**src/rtl/txSeqPkg.sv**
```systemverilog
package txSeqPkg;
  localparam int SEQ_LEN   = 16;
  localparam int SEQ_IDX_W = $clog2(SEQ_LEN);

  typedef enum logic [2:0] {
    CLS_DATA       = 3'd0,
    CLS_FILL       = 3'd1,
    CLS_SPECIAL    = 3'd2,
    CLS_SYNC_COMMA = 3'd3,
    CLS_SYNC_DATA  = 3'd4,
    CLS_VIOL       = 3'd5
  } charClassE;

  typedef struct packed {
    logic                 pickData;
    logic                 pickFill;
    logic                 pickSpecial;
    logic                 pickComma;
    logic                 pickSeq;
    logic                 pickViol;
    logic [SEQ_IDX_W-1:0] seqIdx;
  } strobeS;
endpackage

```
**src/rtl/txSeqCtrl.sv**
```systemverilog
module txSeqCtrl
  import txSeqPkg::*;
(
  input  logic       clk,
  input  logic       rstN,
  input  logic       useSel,
  input  logic       parityEn,
  input  logic [1:0] txCtrl,
  input  logic       txSel,
  input  logic       parityErr,
  output strobeS     strobes
);
  localparam logic [SEQ_IDX_W-1:0] LAST_IDX = SEQ_IDX_W'(SEQ_LEN - 1);
  localparam logic [SEQ_IDX_W-1:0] FIRST_IDX = SEQ_IDX_W'(1);

  logic                 seqActive, seqActiveNext;
  logic [SEQ_IDX_W-1:0] seqCnt, seqCntNext;
  logic                 badChar;
  logic                 startReq;
  logic [1:0]           typeCode;

  assign badChar = parityEn & parityErr;

  // Normalize both modes onto one 2-bit type code: 0 data, 1 fill, 2 special, 3 sync
  always_comb begin
    if (useSel) typeCode = {txSel, txCtrl[0]};
    else        typeCode = txCtrl;
  end

  assign startReq = (typeCode == 2'b11);

  always_comb begin
    strobes       = '0;
    seqActiveNext = seqActive;
    seqCntNext    = seqCnt;
    if (seqActive) begin
      if (badChar) begin
        strobes.pickViol = 1'b1;
        seqActiveNext    = 1'b0;
      end else begin
        strobes.pickSeq = 1'b1;
        strobes.seqIdx  = seqCnt;
        if (seqCnt == LAST_IDX) seqActiveNext = 1'b0;
        else                    seqCntNext    = seqCnt + 1'b1;
      end
    end else if (badChar) begin
      strobes.pickViol = 1'b1;
    end else if (startReq) begin
      strobes.pickComma = 1'b1;
      seqActiveNext     = 1'b1;
      seqCntNext        = FIRST_IDX;
    end else begin
      unique case (typeCode)
        2'b00:   strobes.pickData    = 1'b1;
        2'b01:   strobes.pickFill    = 1'b1;
        default: strobes.pickSpecial = 1'b1;
      endcase
    end
  end

  always_ff @(posedge clk) begin
    if (!rstN) begin
      seqActive <= 1'b0;
      seqCnt    <= '0;
    end else begin
      seqActive <= seqActiveNext;
      seqCnt    <= seqCntNext;
    end
  end
endmodule

```
**src/rtl/txSeqDatapath.sv**
```systemverilog
module txSeqDatapath
  import txSeqPkg::*;
#(
  parameter int                DATA_W    = 8,
  parameter logic [DATA_W-1:0] FILL_CODE = 8'hBC,
  parameter logic [DATA_W-1:0] VIOL_CODE = 8'hE0
) (
  input  logic              clk,
  input  logic              rstN,
  input  strobeS            strobes,
  input  logic [DATA_W-1:0] txData,
  output logic [DATA_W-1:0] encData,
  output logic              encIsCtrl,
  output logic [2:0]        encClass
);
  localparam logic [DATA_W-1:0] ROM_MASK = DATA_W'((1 << SEQ_IDX_W) - 1);

  function automatic logic [DATA_W-1:0] romEntry(input int idx);
    romEntry = DATA_W'(idx * ((1 << SEQ_IDX_W) + 1)) ^ ROM_MASK;
  endfunction

  logic [DATA_W-1:0] seqRom [SEQ_LEN];

  for (genvar g = 0; g < SEQ_LEN; g++) begin : g_rom
    assign seqRom[g] = romEntry(g);
  end

  always_ff @(posedge clk) begin
    if (!rstN) begin
      encData   <= '0;
      encIsCtrl <= 1'b0;
      encClass  <= CLS_DATA;
    end else if (strobes.pickViol) begin
      encData   <= VIOL_CODE;
      encIsCtrl <= 1'b1;
      encClass  <= CLS_VIOL;
    end else if (strobes.pickComma) begin
      encData   <= FILL_CODE;
      encIsCtrl <= 1'b1;
      encClass  <= CLS_SYNC_COMMA;
    end else if (strobes.pickSeq) begin
      encData   <= seqRom[strobes.seqIdx];
      encIsCtrl <= 1'b0;
      encClass  <= CLS_SYNC_DATA;
    end else if (strobes.pickFill) begin
      encData   <= FILL_CODE;
      encIsCtrl <= 1'b1;
      encClass  <= CLS_FILL;
    end else if (strobes.pickSpecial) begin
      encData   <= txData;
      encIsCtrl <= 1'b1;
      encClass  <= CLS_SPECIAL;
    end else begin
      encData   <= txData;
      encIsCtrl <= 1'b0;
      encClass  <= CLS_DATA;
    end
  end
endmodule

```
**src/rtl/txCharSequencer.sv**
```systemverilog
module txCharSequencer
  import txSeqPkg::*;
#(
  parameter int DATA_W = 8
) (
  input  logic              clk,
  input  logic              rstN,
  input  logic              useSel,
  input  logic              parityEn,
  input  logic [DATA_W-1:0] txData,
  input  logic [1:0]        txCtrl,
  input  logic              txSel,
  input  logic              parityErr,
  output logic [DATA_W-1:0] encData,
  output logic              encIsCtrl,
  output logic [2:0]        encClass
);
  strobeS strobes;

  txSeqCtrl u_ctrl (
    .clk       (clk),
    .rstN      (rstN),
    .useSel    (useSel),
    .parityEn  (parityEn),
    .txCtrl    (txCtrl),
    .txSel     (txSel),
    .parityErr (parityErr),
    .strobes   (strobes)
  );

  txSeqDatapath #(.DATA_W(DATA_W)) u_dp (
    .clk       (clk),
    .rstN      (rstN),
    .strobes   (strobes),
    .txData    (txData),
    .encData   (encData),
    .encIsCtrl (encIsCtrl),
    .encClass  (encClass)
  );
endmodule

```
**config.mk**
```make
export PLATFORM = sky130hd
export DESIGN_NAME = txCharSequencer
export DESIGN_NICKNAME = d
export VERILOG_FILES = /design/src/rtl/txSeqPkg.sv /design/src/rtl/txSeqCtrl.sv /design/src/rtl/txSeqDatapath.sv /design/src/rtl/txCharSequencer.sv
export SDC_FILE = /design/constraint.sdc
export NUM_CORES = 1
export LEC_CHECK = 0
export BUFFER_PORTS_ARGS = -buffer_cell sky130_fd_sc_hd__buf_2
export CAP_MARGIN = 20
export CORE_MARGIN = 2
export CORE_UTILIZATION = 46
export DETAILED_ROUTE_END_ITERATION = 10
export PLACE_DENSITY = 0.75
export SYNTH_ARGS = -nofsm -noshare
export SYNTH_HDL_FRONTEND = slang
export SYNTH_HIERARCHICAL = 1
export SYNTH_SLANG_ARGS = --single-unit
```
**constraint.sdc**
```tcl
create_clock -name clk -period 4.9 [get_ports clk]
set_clock_uncertainty 0.2 [all_clocks]
set_input_delay 0.245 -clock clk [delete_from_list [all_inputs] [get_ports clk]]
set_output_delay 0.245 -clock clk [all_outputs]
set_load 0.02 [all_outputs]
```
# Word level (Yosys, flattened, before mapping)
# Memory sizes are Yosys's and may differ from the RTL's.
# Cells that the tools add are included.
# totals
ff_bits,17
romBits,128
elab_cells,62
memories,1
# memory_table
memory,words,width,read_ports,rd_clocked_by_memory_dff,wr,line,rtl
(no name shown),16,8,1,0,0,txSeqDatapath.sv:42,encData <= seqRom[strobes.seqIdx];
# classes
add_sub_neg,1
magnitude_cmp,1
eq_ne,4
n_mux,37
bitwise,4
n_reduce_logical,6
# op_table
op,count
two-way mux 8 bit,6
two-way mux 4 bit,7
two-way mux 3 bit,6
two-way mux 1 bit,15
two-way mux 2 bit,3
greater-or-equal comparator 5 bit (second input constant),1
inverter 4 -> 5 bit,1
adder 4 x 1 -> 4 bit (second input constant),1
equality test 4 bit (second input constant),1
OR reduction 2 bit,2
AND reduction 3 bit,1
OR reduction 3 bit,1
equality test 2 x 1 -> 1 bit (second input constant),1
equality test 2 bit (second input constant),1
logical NOT 2 bit,1
inequality test 2 bit (second input constant),1
inverter 1 bit,2
nonzero test 2 bit,1
bitwise AND 1 bit,1

# Depth between registers and ports, before layout
# depth
depth_word,12
ltp_mapped,6

# Hierarchy
# The synthesis kept the hierarchy.
# by_module_without_submodules
module,n_inst,cells_each,area_each_um2
txSeqDatapath,1,45,431.7
txSeqCtrl,1,41,337.8

# Worst setup path before layout
# No wires, ideal clock.
# synth_timing
path_type,register to register
from,reg u_ctrl.seqActive
to,reg u_dp.encData[6]
setup_time_ps,123
t_arrival_ps,1294
required_time_ps,4577
slack_ps,3283
path_stages_with_launch,7
n_path_buf,0
period_less_slack_ps,1617
path_cell_list,dfxtp_1 a21oi_1 nand2_1 nor2_1 nor2_1 a221oi_1 nor2_1
# synth_lines
item,line,rtl
"start, declared",txSeqCtrl.sv:16,"logic seqActive, seqActiveNext;"
"start signal, assigned",txSeqCtrl.sv:66,seqActive <= seqActiveNext;
"end signal, assigned",txSeqDatapath.sv:42,
"end signal, assigned",txSeqDatapath.sv:50,encData <= txData;
"end signal, assigned",txSeqDatapath.sv:54,encData <= txData;
"end, declared",txSeqDatapath.sv:12,"output logic [DATA_W-1:0] encData,"

==> impl_summary.txt <==
----------------------------------------------------
[Status]
  Outcome ... finished, final reports clean

[Timing]
  Unrepaired setup endpoints after global routing ... false
  Final worst path period share ... 40.2%
  Measured slew at the worst slew-check pin ... 767 ps
  Max Slew Vio Count ... 0
  Fin Setup TNS ... 0 ps
  Time the final worst path needs with I/O delays and setup ... 1970 ps
  Slew Limit Headroom ... 48.6%
  Count of endpoints failing hold in the final timing report ... 0
  Final-report setup violation count ... 0
  Maximum operating frequency ... 508 MHz

[Worst setup path]
  Reg-to-reg slack, setup ... 2930 ps
  Family with the most delay on the worst path ... compound AO/OA/AOI/OAI gates
  Kind of critical path ... flop to flop
  CP max stage delay ... 640 ps
  Worst setup SP type ... flop
  Critical-path cell with the highest stage delay ... a21boi_2
  Crit-path max FO ... 20
  Required time of the critical path ... 4930 ps
  Cell Chain, Critical Path ... a21boi_2 > inv_2 > a211oi_4 > o2111a_1
  Crit path buf inv count ... 1
  Endpoint of the worst-slack reg-to-reg timing path ... u_dp/encData[1]
  Worst r2r src ... u_ctrl/seqActive
  Kind of capture point of the worst setup path ... flop
  Depth of the worst register-to-register path ... 4
  Data arrival at the endpoint of the critical path ... 1990 ps

[Floorplanning]
  I/O pin total ... 28
  Vert. Die Dim ... 44.7 µm
  Starting utilization of the core area ... 50.1%
  Core footprint ... 0.00152 mm²
  # rows ... 14
  Die outline area ... 0.00200 mm²
  Die boundary width ... 44.7 µm

[Min path]
  Critical hold path startpoint ... txData[1]
  Type of the most critical hold path ... primary input to flop
  Hold EP ... u_dp/encData[1]
  Hold depth ... 2

[Clock network]
  Number of setup buffers added after CTS ... 0
  Cell at the root of the clock tree ... clkbuf_4
  Clock network latency to the later pin of the worst-skew pair ... 280 ps
  Clock-pin transition on the worst setup and hold timing paths ... 100 ps
  Number of gates resized after CTS ... 0
  Number of buffers inserted for hold repair after clock tree synthesis ... 0
  CTS sink cnt ... 17
  Clock tree from TritonCTS ... yes
  Number of buffers created by CTS ... 3
  Max Root-Sink Buffers ... 2
  Count of H-tree levels built during CTS ... 1

[Cells and area]
  Net count, final ... 132
  Non-filler cells in the finished layout ... 130
  Most common cell after layout, fill and taps aside ... buf_2
  Area Growth Syn to Fin ... 22.1%
  Count of inserted antenna diode cells ... 0
  Number of inserted filler cells in the final layout ... 134
  Share of layout cells above drive strength 1 ... 30.7%
  Final core utilization ... 61.2%
  Leading cell types in the layout, fill and taps excluded ... buf_2, dfxtp_1, nand2_1, nor2_1

[Flow run]
  Max Cap Viol ... 0

[Detailed routing]
  Final routed wire length divided by cell count ... 12.4 µm
  Remaining routing DRC violations ... 0
  Via total after detailed routing ... 727
  Detailed Routing Iterations Pass 1 ... 4
  Number of design-rule violations left by the first detailed-router iteration ... 28
  Sum of routed wire length over all layers ... 1610 µm
  Number of routed nets with antenna violations ... 0
  Via/cell ratio ... 5.59

[Placement]
  HPWL after DPL ... 1220 µm
  PortBufs ... 27
  Weighted congestion at the end of routability-driven global placement ... 0.780
  Count of placed standard cells including taps ... 126

[GRT]
  Antenna violations before repair ... 0
  Tot GR Track Use ... 18.5%
  Vias in the first global route ... 665
  Largest net degree at the start of global routing ... 21
  Remaining global-route overflow ... 0
  Global-route wire length before repair ... 2700 µm

[Logic synthesis]
  Post-synthesis cell count ... 85
  Mapped cell area ... 763 µm²
  Post-synthesis net count ... 102
  Syn. warnings ... 6
  Syn Area/Cell ... 8.98 µm²

[Pwr]
  Total leakage power ... 0.426 nW
  Worst-case vdd ir drop ... 0.168 mV
  Power density over the cells ... 303 mW/mm²

----------------------------------------------------
==> how the worst max path moves through the flow <==
stage	startpoint	endpoint	slack, ps	cells after the start
2_1_floorplan	useSel	u_dp/encData[6]	3290	5
3_3_place_gp	useSel	u_dp/encData[6]	3020	6
4_1_cts	u_ctrl/seqActive	u_dp/encData[1]	2940	4
5_1_grt	u_ctrl/seqActive	u_dp/encData[1]	2740	4
6_report	u_ctrl/seqActive	u_dp/encData[1]	2930	4
3_5_place_dp	u_ctrl/seqActive	u_dp/encIsCtrl	2990	4
==> per-stage QoR <==
stage | setup slack, ps | instance area (µm²) | power [W] | hold slack [ps]
2_1_floorplan | 3290 | 763 | 0.000193 | 181
3_3_place_gp | 3020 | 906 | 0.000212 | 302
3_5_place_dp | 2990 | 906 | 0.000213 | 308
4_1_cts | 2940 | 932 | 0.000284 | 17.7
5_1_grt | 2740 | 932 | 0.000298 | 5.31
6_report | 2930 | 932 | 0.000282 | 22.5
==> report_power, final <==
part / internal [W] / switching (W)
Clock: 0.0000316 / 0.0000410
Combinational: 0.0000227 / 0.0000365
Sequential: 0.000148 / 0.00000299
==> area by class of cell <==
| cell class | instances | area (µm²) | area share [%] |
|---|---|---|---|
| multi-input combinational | 61 | 392 | 42.0 |
| clock buffer | 4 | 26.3 | 2.82 |
| timing repair buffer | 27 | 135 | 14.5 |
| tap | 16 | 20.0 | 2.15 |
| sequential | 17 | 340 | 36.5 |
| inverter | 5 | 18.8 | 2.01 |
==> layer usage <==
metal | vias to the layer above | wire [µm] | global-route usage (%) | share of wire [%]
met3 | 2 | 121 | 3.60 | 7.5
met4 | 0 | 13 | 12.1 | 0.81
met5 | - | 0 | 0 | 0
met1 | 325 | 689 | 23.9 | 43
met2 | 30 | 782 | 27.8 | 49
li1 | 370 | - | - | -
==> registers in the layout, indices dropped and copies added, names as in the netlist <==
register          cells
u_dp/encData          8
u_ctrl/seqCnt         4
u_dp/encClass         3
u_ctrl/seqActive      1
u_dp/encIsCtrl        1
==> worst reg2reg max path: stages (launching register included) <==
cell and delay (ps):
dfxtp_1 380, a21boi_2 640, inv_2 170, a211oi_4 310, o2111a_1 220
Note: power is estimated with default switching activity, not from simulation.
